==> src/rtl/rpf_pkg.sv <==
package rpf_pkg;
    localparam int NPOOL    = 8;
    localparam int LEN_W    = 14;
    localparam int HASH_W   = 12;
    localparam int STD_MAX  = 1522;

    // Hash index from the two last address bytes and the offset selector
    function automatic logic [HASH_W-1:0] hash_index(input logic [47:0] dst,
                                                     input logic [1:0] ofs);
        logic [15:0] w;
        logic [15:0] s;
        w = {dst[7:0], dst[15:8]};
        case (ofs)
            2'd0:    s = w >> 4;
            2'd1:    s = w >> 3;
            2'd2:    s = w >> 2;
            default: s = w;
        endcase
        return s[HASH_W-1:0];
    endfunction

    function automatic logic too_long(input logic [LEN_W-1:0] len,
                                      input logic big,
                                      input logic [LEN_W-1:0] lim);
        if (big) return len > lim;
        return len > LEN_W'(STD_MAX);
    endfunction

    typedef struct packed {
        logic [2*NPOOL-1:0] queues;
        logic               ovs;
    } rpf_result_t;
endpackage

==> src/rtl/rpf_candidate.sv <==
module rpf_candidate #(
    parameter int NPOOL = rpf_pkg::NPOOL,
    localparam int PW   = $clog2(NPOOL)
) (
    input  logic             is_bcast,
    input  logic             is_group,
    input  logic             is_tagged,
    input  logic             hash_hit,
    input  logic [NPOOL-1:0] uc_hit,
    input  logic [PW-1:0]    def_pool,
    input  logic [NPOOL-1:0] bcast_acc,
    input  logic [NPOOL-1:0] mcast_acc,
    input  logic [NPOOL-1:0] untag_acc,
    input  logic [NPOOL-1:0] rx_en,
    output logic [NPOOL-1:0] cand
);
    logic [NPOOL-1:0] by_class;
    logic [NPOOL-1:0] with_def;

    always_comb begin
        if (is_bcast)
            by_class = bcast_acc;
        else if (is_group)
            by_class = hash_hit ? mcast_acc : '0;
        else
            by_class = uc_hit & (is_tagged ? {NPOOL{1'b1}} : untag_acc);
        with_def = (by_class != '0) ? by_class : (NPOOL'(1) << def_pool);
        cand     = with_def & rx_en;
    end
endmodule

==> src/rtl/rpf_size_gate.sv <==
module rpf_size_gate #(
    parameter int NPOOL = rpf_pkg::NPOOL,
    parameter int LEN_W = rpf_pkg::LEN_W
) (
    input  logic [NPOOL-1:0]            cand,
    input  logic [LEN_W-1:0]            frame_len,
    input  logic [NPOOL-1:0]            big_en,
    input  logic [NPOOL*LEN_W-1:0]      max_len,
    output logic [NPOOL-1:0]            keep,
    output logic                        ovs
);
    logic [NPOOL-1:0] reject;

    for (genvar i = 0; i < NPOOL; i++) begin : g_pool
        assign reject[i] = cand[i] &&
            rpf_pkg::too_long(frame_len, big_en[i], max_len[i*LEN_W +: LEN_W]);
    end

    assign keep = cand & ~reject;
    assign ovs  = (cand != '0) && (reject == cand);
endmodule

==> src/rtl/rpf_rss_remap.sv <==
module rpf_rss_remap #(
    parameter int NPOOL = rpf_pkg::NPOOL
) (
    input  logic [NPOOL-1:0]   keep,
    input  logic               rss_odd,
    input  logic [NPOOL-1:0]   rss_en,
    output logic [2*NPOOL-1:0] queues
);
    for (genvar i = 0; i < NPOOL; i++) begin : g_move
        logic mv;
        assign mv               = keep[i] & rss_odd & rss_en[i];
        assign queues[i]        = keep[i] & ~mv;
        assign queues[i+NPOOL]  = mv;
    end
endmodule

==> src/rtl/rx_pool_filter.sv <==
module rx_pool_filter #(
    parameter int NPOOL   = rpf_pkg::NPOOL,
    parameter int LEN_W   = rpf_pkg::LEN_W,
    localparam int PW     = $clog2(NPOOL),
    localparam int QW     = 2 * NPOOL,
    localparam int WORD_W = rpf_pkg::HASH_W - 5
) (
    input  logic                   clk,
    input  logic                   rst,
    input  logic                   in_valid,
    input  logic [47:0]            dst_mac,
    input  logic [LEN_W-1:0]       frame_len,
    input  logic                   is_bcast,
    input  logic                   is_tagged,
    input  logic [NPOOL-1:0]       uc_pool_hit,
    input  logic [1:0]             mc_offset,
    output logic [WORD_W-1:0]      mc_word,
    output logic [4:0]             mc_bit,
    input  logic                   mc_hash_hit,
    input  logic [PW-1:0]          def_pool,
    input  logic [NPOOL-1:0]       pool_bcast_acc,
    input  logic [NPOOL-1:0]       pool_mcast_acc,
    input  logic [NPOOL-1:0]       pool_untag_acc,
    input  logic [NPOOL-1:0]       pool_big_en,
    input  logic [NPOOL-1:0]       pool_rss_en,
    input  logic [NPOOL*LEN_W-1:0] pool_max_len,
    input  logic [NPOOL-1:0]       vf_rx_en,
    input  logic                   rss_odd,
    output logic                   out_valid,
    output logic [QW-1:0]          out_queues,
    output logic                   oversize_inc
);
    import rpf_pkg::*;

    logic [HASH_W-1:0] hidx;
    logic [NPOOL-1:0]  cand;
    logic [NPOOL-1:0]  keep;
    logic              ovs_c;
    rpf_result_t       nxt;
    rpf_result_t       res_q;
    logic              vld_q;

    // hash table coordinates
    assign hidx    = hash_index(dst_mac, mc_offset);
    assign mc_word = hidx[HASH_W-1:5];
    assign mc_bit  = hidx[4:0];

    rpf_candidate #(.NPOOL(NPOOL)) u_cand (
        .is_bcast  (is_bcast),
        .is_group  (dst_mac[40]),
        .is_tagged (is_tagged),
        .hash_hit  (mc_hash_hit),
        .uc_hit    (uc_pool_hit),
        .def_pool  (def_pool),
        .bcast_acc (pool_bcast_acc),
        .mcast_acc (pool_mcast_acc),
        .untag_acc (pool_untag_acc),
        .rx_en     (vf_rx_en),
        .cand      (cand)
    );

    rpf_size_gate #(.NPOOL(NPOOL), .LEN_W(LEN_W)) u_size (
        .cand      (cand),
        .frame_len (frame_len),
        .big_en    (pool_big_en),
        .max_len   (pool_max_len),
        .keep      (keep),
        .ovs       (ovs_c)
    );

    rpf_rss_remap #(.NPOOL(NPOOL)) u_remap (
        .keep    (keep),
        .rss_odd (rss_odd),
        .rss_en  (pool_rss_en),
        .queues  (nxt.queues)
    );
    assign nxt.ovs = ovs_c;

    // one register stage, cleared when idle
    always_ff @(posedge clk) begin
        if (rst) begin
            vld_q <= 1'b0;
            res_q <= '0;
        end else begin
            vld_q <= in_valid;
            res_q <= in_valid ? nxt : '0;
        end
    end

    assign out_valid    = vld_q;
    assign out_queues   = res_q.queues;
    assign oversize_inc = res_q.ovs;

    // a strobe yields a result in the following cycle
    p_strobe_latency_r10: assert property (@(posedge clk) disable iff (rst)
        in_valid |=> out_valid);

    // idle cycles carry no queues and no pulse
    p_idle_quiet_r10: assert property (@(posedge clk) disable iff (rst)
        !out_valid |-> (out_queues == '0 && !oversize_inc));

    // counting an oversize frame implies the frame is dropped
    p_ovs_drops_r8: assert property (@(posedge clk) disable iff (rst)
        oversize_inc |-> out_queues == '0);

    // upper queues only appear when the hash picked the second queue
    p_upper_needs_rss_r9: assert property (@(posedge clk) disable iff (rst)
        (out_valid && out_queues[QW-1:NPOOL] != '0) |-> $past(rss_odd));

    // a pool lands on at most one of its two queues
    for (genvar i = 0; i < NPOOL; i++) begin : g_chk
        p_one_queue_per_pool_r9: assert property (@(posedge clk) disable iff (rst)
            !(out_queues[i] && out_queues[i+NPOOL]));
    end

    // a disabled pool never receives the frame
    p_rx_enable_r6: assert property (@(posedge clk) disable iff (rst)
        out_valid |-> ((out_queues[NPOOL-1:0] | out_queues[QW-1:NPOOL])
                       & ~$past(vf_rx_en)) == '0);
endmodule

==> config.mk <==
export PLATFORM = sky130hd
export DESIGN_NAME = rx_pool_filter
export DESIGN_NICKNAME = d
export VERILOG_FILES = /design/src/rtl/rpf_pkg.sv /design/src/rtl/rpf_candidate.sv /design/src/rtl/rpf_size_gate.sv /design/src/rtl/rpf_rss_remap.sv /design/src/rtl/rx_pool_filter.sv
export SDC_FILE = /design/constraint.sdc
export NUM_CORES = 1
export LEC_CHECK = 0
export ABC_AREA = 1
export BUFFER_PORTS_ARGS = -buffer_cell sky130_fd_sc_hd__buf_4
export CAP_MARGIN = 15
export CORE_MARGIN = 1
export CORE_UTILIZATION = 41
export CTS_BUF_LIST = sky130_fd_sc_hd__clkbuf_16
export CTS_CLUSTER_DIAMETER = 200
export DETAILED_ROUTE_END_ITERATION = 8
export GPL_TIMING_DRIVEN = 0
export PLACE_DENSITY = 0.85
export SLEW_MARGIN = 30
export SYNTH_ARGS = -nofsm -noshare
export SYNTH_HDL_FRONTEND = slang
export SYNTH_SLANG_ARGS = --single-unit
==> constraint.sdc <==
create_clock -name clk -period 1.5 [get_ports clk]
set_clock_uncertainty 0.2 [all_clocks]
set_input_delay 0.075 -clock clk [delete_from_list [all_inputs] [get_ports clk]]
set_output_delay 0.075 -clock clk [all_outputs]
set_load 0.01 [all_outputs]
## Yosys cells after proc, flatten, opt, wreduce, memory -nomap -nowiden

Index checks and enable logic that the tools add are counted.

- Logic and storage cells: 96
- Bits in writable memories: 0
- Output and inout bits: 30
- Memories: 0
- Flip-flop bits (word level): 18
- Bits in read-only memories: 0
- Bits of input ports: 242
- Bits in latches: 0

- Bitwise logic cells: 37
- Reductions and logical operators: 13
- Eq/ne operators: 3
- Order comparisons: 9
- $mul: 0
- Shift-type cells: 1
- Muxes and demuxes: 30
- Div/mod/pow operators: 0
- Add/sub/neg operators: 0

Operator list:

| operator | number |
|---|---|
| 14-bit > comparator | 8 |
| 8-bit 2-to-1 mux | 5 |
| 12-bit one-hot mux with 3 select lines | 1 |
| 1-bit bitwise AND | 24 |
| 8-bit bitwise AND | 3 |
| 1-bit 2-to-1 mux | 24 |
| 8-bit nonzero test | 2 |
| 14-bit by 11-bit > comparator with 1-bit output, second input constant | 1 |
| 1-bit logical AND | 9 |
| 1-bit inverter | 9 |
| 8-bit == test | 1 |
| 8-bit inverter | 1 |
| 1-bit by 3-bit left shift with 8-bit output, first input constant | 1 |
| 2-bit by 1-bit == test with 1-bit output, second input constant | 1 |
| 2-bit == test, second input constant | 1 |
| 2-bit logical NOT | 1 |
| 2-bit OR reduction | 1 |

## Logic depth before layout (Yosys ltp)

- Word-level depth: 14
- Mapped depth: 16

## By module

Synthesis repeated with hierarchy kept, for this count alone.

- Cell total of the unflattened synthesis: 882
- Area total of the unflattened synthesis: 5,149.9 um2

Modules (own cells, without submodules):

| module | area each (um2) | times used | seq. area each (um2) | cells an instance |
|---|---|---|---|---|
| rpf_size_gate | 3,379.5 | 1 | 0.0 | 593 |
| rx_pool_filter | 964.7 | 1 | 360.3 | 129 |
| rpf_candidate | 544.3 | 1 | 0.0 | 118 |
| rpf_rss_remap | 261.5 | 1 | 0.0 | 42 |

## Worst setup path before layout

No wires, ideal clock.

- Path type: in2reg
- From: input port frame_len[0]
- To: register res_q (netlist bit out_queues[1])
- Data required time: 1.188 ns
- Path slack: -0.095 ns
- Arrival time: 1.283 ns
- Cell stages on the path: 14
- Path through: inv_1 > ha_1 > nor2_1 > o21ai_0 > o211ai_1 > nand2_1 > nand2_1 > nand2_1 > nand2_1 > inv_1 > nand3_2 > or2_1 > nand2_1 > nor2_1

- Word-level cells in the longest chain between the ends: 10
- Elaborated cells on any way between the ends: 11
- Those cells by class: 2 x order compare; 2 x mux; 6 x bitwise; 1 x reduce/logical

RTL lines:

| item | line | text |
|---|---|---|
| start, declared | rx_pool_filter.sv:12 | `input logic [LEN_W-1:0] frame_len,` |
| 14-bit > comparator | rpf_pkg.sv:25 | `if (big) return len > lim;` |
| 1-bit 2-to-1 mux | rpf_pkg.sv:25 |  |
| 1-bit 2-to-1 mux * | rpf_pkg.sv:26 | `return len > LEN_W'(STD_MAX);` |
| 1-bit logical AND * | rpf_size_gate.sv:15 | `assign reject[i] = cand[i] &&` |
| 8-bit inverter * | rpf_size_gate.sv:19 | `assign keep = cand & ~reject;` |
| 8-bit bitwise AND * | rpf_size_gate.sv:19 |  |
| 1-bit bitwise AND (2 in a row) | rpf_rss_remap.sv:11 | `assign mv = keep[i] & rss_odd & rss_en[i];` |
| 1-bit inverter | rpf_rss_remap.sv:12 | `assign queues[i] = keep[i] & ~mv;` |
| 1-bit bitwise AND * | rpf_rss_remap.sv:12 |  |
| end signal, assigned | rx_pool_filter.sv:86 | `res_q <= in_valid ? nxt : '0;` |
| end, declared | rx_pool_filter.sv:40 | `rpf_result_t res_q;` |

Mark *: on every way between the ends. The rest lies on a longest branch, timed or not. The select of a mux whose other input is x is not followed.
A chain may end at the register's enable or synchronous reset.

## Final worst setup path

- From: input port pool_max_len[21]
- To: register res_q (netlist bit out_queues[1])

- Word-level cells in the longest chain between the ends: 10

RTL lines:

| item | line | text |
|---|---|---|
| start, declared | rx_pool_filter.sv:26 | `input logic [NPOOL*LEN_W-1:0] pool_max_len,` |
| 14-bit > comparator * | rpf_pkg.sv:25 |  |
| 1-bit 2-to-1 mux * | rpf_pkg.sv:25 |  |
| 1-bit 2-to-1 mux * | rpf_pkg.sv:26 |  |
| 1-bit logical AND * | rpf_size_gate.sv:15 |  |
| 8-bit inverter * | rpf_size_gate.sv:19 |  |
| 8-bit bitwise AND * | rpf_size_gate.sv:19 |  |
| 1-bit bitwise AND (2 in a row) | rpf_rss_remap.sv:11 |  |
| 1-bit inverter | rpf_rss_remap.sv:12 |  |
| 1-bit bitwise AND * | rpf_rss_remap.sv:12 |  |

Marks and branches as above.

==> qor.csv <==
stage;metric;value;unit
placed_design;dpl_cell_area;6620;um^2
synthesis;synth_seq_cells;18;
detailed_routing;wl_met2;11100;um
global_route;grt_pass1_wl;30400;um
timing;fmax;553;MHz
timing;rsz0062_at_grt;true;
power_and_ir_drop;seq_power_share;13.5;%
run_status;violations;negative hold slack, negative setup slack;
layout;stdcell_area;8930;um^2
critical_path;cp_slowest_cell;ha_4;
synthesis;yosys.area.top_type;ha_1;
clock_network;tritoncts;built;
timing;finalHoldViolations;1;
clock_network;cts_buffer_depth;2;
critical_path;worstPathArrival;1.76;ns
detailed_routing;top_layer_used;met4;
global_route;first_global_vias;6528;
job;max-cap-violations;0;
detailed_routing;drt_pass1_iterations;5;
synthesis;syn_area;4590;um^2
global_route;antenna_found_initial;0;
layout;drive_above_1_share;49.5;%
detailed_routing;drtIter0Drc;438;
die;fp.coreArea;10900;um^2
die;die_area;11600;um^2
placed_design;gp_congestion;0.883;
detailed_routing;viasPerCell;5.59;
die;die_w;108;um
worst_hold_path;min_path_type;primary input to flop;
power_and_ir_drop;vdd_ir_drop_max;627;uV
clock_network;htree_num_levels;1;
power_and_ir_drop;p_leak;0.00454;uW
critical_path;start_kind;primary input;
global_route;grt.total_usage;33.4;%
critical_path;critPathKind;primary input to flop;
timing;layout_setup_ws;-0.308;ns
placed_design;portBuffers;240;
timing;drv_slew;0;
timing;setup_viol;17;
timing;fin_crit_sh;121;%
critical_path;cp.required;1.45;ns
global_route;grt_overflow;0;
run_status;outcome;complete, but fails checks;
detailed_routing;vias;6725;
critical_path;cp_max_fo;3;
timing;tns;-2.69;ns
critical_path;cp_cell_sequence;buf_4 -> inv_1 -> ha_4 -> a21oi_1 -> o21ai_1 -> a21oi_1 -> nand2_1 -> nand2_1 -> nand2_1 -> inv_2 -> nand3_4 -> or2_4 -> nand2_2 -> nor2_1;
timing;period_needed;1.81;ns
detailed_routing;wl_met3;2020;um
placed_design;dp.cells;1149;
layout;fin_cells;1204;
detailed_routing;wl;22800;um
synthesis;synthCells;769;
clock_network;cts_root_buffer;clkbuf_16;
die;ios;272;
power_and_ir_drop;pwr-share-clk;14.7;%
critical_path;crit_family;simple AND/OR/NAND/NOR gates;
detailed_routing;drtAntennaViolNets;0;
clock_network;numCtsBuffers;3;
die;rows;38;
die;initial_core_util;42.2;%
detailed_routing;wl_met1;7850;um
critical_path;endpoint_kind;flop;
layout;finalNetCount;1418;
synthesis;synthTopCellsByArea;ha_1 31%, inv_1 15%, nand2_1 14%;
power_and_ir_drop;switchingPower;1480;uW
critical_path;cp.buffers_inverters;3;
detailed_routing;drc_errors;0;
synthesis;yosysUniqueCellTypes;33;
global_route;grt_max_degree;11;
power_and_ir_drop;power_density;406;nW/um^2
timing;worst_slew_pin_slew;0.679;ns
detailed_routing;wl_per_cell;18.9;um
synthesis;avgSynthCellArea;5.97;um^2
die;die_height;108;um
synthesis;ys_warn_count;0;
power_and_ir_drop;finalPower;3630;uW
critical_path;crit_top_cell;nand2_1;
critical_path;critPathMaxStageDelay;0.26;ns
synthesis;yosysTopAreaCellShare;30.5;%
layout;n_fill_cell;618;
timing;maxSlewHeadroom;54.7;%
synthesis;synthesis.nets;1123;
clock_network;clkSlewWorstSetupHoldPaths;0.05;ns
layout;area_growth;94.5;%
power_and_ir_drop;p_int;2140;uW
timing;hold_slack;-0.0241;ns
clock_network;cts_sinks;18;
synthesis;seq_area_frac_synth;7.85;%
placed_design;dpl.hpwl;12400;um
power_and_ir_drop;pwr-share-comb;71.8;%
power_and_ir_drop;switching_share;40.9;%
==> cells in the mapped netlist <==
| master | instances |
|---|---|
| a211oi_1 | 2 |
| a211oi_2 | 1 |
| a21oi_1 | 63 |
| a221oi_1 | 2 |
| a31oi_1 | 1 |
| buf_4 | 1 |
| buf_6 | 1 |
| clkbuf_1 | 3 |
| dfxtp_1 | 18 |
| ha_1 | 112 |
| inv_1 | 184 |
| inv_2 | 4 |
| nand2_1 | 173 |
| nand2_2 | 2 |
| nand3_1 | 47 |
| nand3_2 | 3 |
| nand3b_1 | 4 |
| nand4_1 | 9 |
| nor2_1 | 55 |
| nor2_2 | 1 |
| nor2_4 | 1 |
| nor2_8 | 1 |
| nor3_1 | 20 |
| nor3b_1 | 4 |
| o2111ai_1 | 3 |
| o211ai_1 | 6 |
| o21ai_0 | 26 |
| o21ai_1 | 2 |
| o21bai_1 | 4 |
| o22ai_1 | 7 |
| or2_0 | 1 |
| or2_1 | 7 |
| or2_2 | 1 |
==> metal layers <==
metal,track usage [%],vias up
met5,0,-
met4,18.5,0
met3,6.30,164
met2,60.0,433
met1,36.7,3042
li1,-,3086
==> per-stage QoR <==
step	utilization (%)	setup slack [ns]	hold slack [ns]
global route	82.0	-0.443	-0.0106
CTS	75.7	-0.0818	0.00375
detailed placement	60.8	-0.668	0.0697
finish	82.0	-0.308	-0.0241
global placement	60.8	-0.652	0.0672
floorplan	-	-0.0696	-0.0348
==> power groups by stage <==
| stage | Clock [uW] | Sequential (uW) | Combinational (uW) |
|---|---|---|---|
| detailed placement | 0 | 500 | 1610 |
| global placement | 0 | 499 | 1560 |
| CTS | 528 | 490 | 2090 |
| finish | 534 | 490 | 2610 |
| global route | 560 | 490 | 2810 |
| floorplan | 0 | 504 | 839 |
==> cell families (layout without fill, tap and decap cells) <==
family	after synthesis	in the layout	synth area share, %
fa+ha+maj	112	112	30.5
simple gates	329	329	31.4
other cells	0	1	0
compound gates	117	117	14.2
buf+inv	193	487	16.0
flops	18	18	7.85
==> path summary, 6_finish.rpt <==
kind / startpoint / endpoint / cells past startpoint
worst max-delay path: pool_max_len[21] / out_queues[1] / 14
worst min-delay path: rst / out_queues[13] / 4
==> area by class of cell <==
| type | instances | area, um^2 | area share (%) |
|---|---|---|---|
| clock inverter | 1 | 3.75 | 0.0420 |
| sequential | 18 | 360 | 4.03 |
| buffer | 5 | 37.5 | 0.420 |
| clock buffer | 3 | 75.1 | 0.840 |
| timing repair buffer | 289 | 2500 | 28.0 |
| multi-input combinational | 558 | 5030 | 56.3 |
| tap | 140 | 175 | 1.96 |
| timing repair inverter | 1 | 7.51 | 0.0840 |
| antenna | 1 | 2.50 | 0.0280 |
| inverter | 188 | 742 | 8.31 |
==> cells in the final DEF (no fill, tap or decap), types with 5 or more instances in the layout <==
master         count
buf_6             14
o21ai_0           10
o21ai_1           14
nand2_1          121
ha_1              35
o22ai_1            7
inv_4              6
a21oi_1           48
dfxtp_1           18
nor3_2             8
nor2_4             9
nand4_1            9
buf_4            243
nor2_2            11
ha_4              76
nand2_2           42
a21oi_2           14
inv_1            150
inv_2             29
buf_8              6
buf_12             7
nor2_1            37
o211ai_1           6
nand2_4           12
or2_1              6
nor3_1             8
nand3_4            6
nand3_1           35
nand3_2            9
dlygate4sd3_1     15
buf_16             5
==> sequential cells by signal, indices dropped and copies added, names as in the netlist <==
register / flops
oversize_inc: 1
out_queues: 16
out_valid: 1
==> what timing repair did <==
item | 4_1_cts | 5_1_grt
resized for setup | 215 | 126
pin swaps | 87 | 100
hold endpoints to repair | 16 | 0
endpoints found under the setup margin | 18 | 17
cloned | 5 | 1
buffers inserted | 16 | 13
hold buffers | 16 | 0
Note: power is estimated with default switching activity, not from simulation.
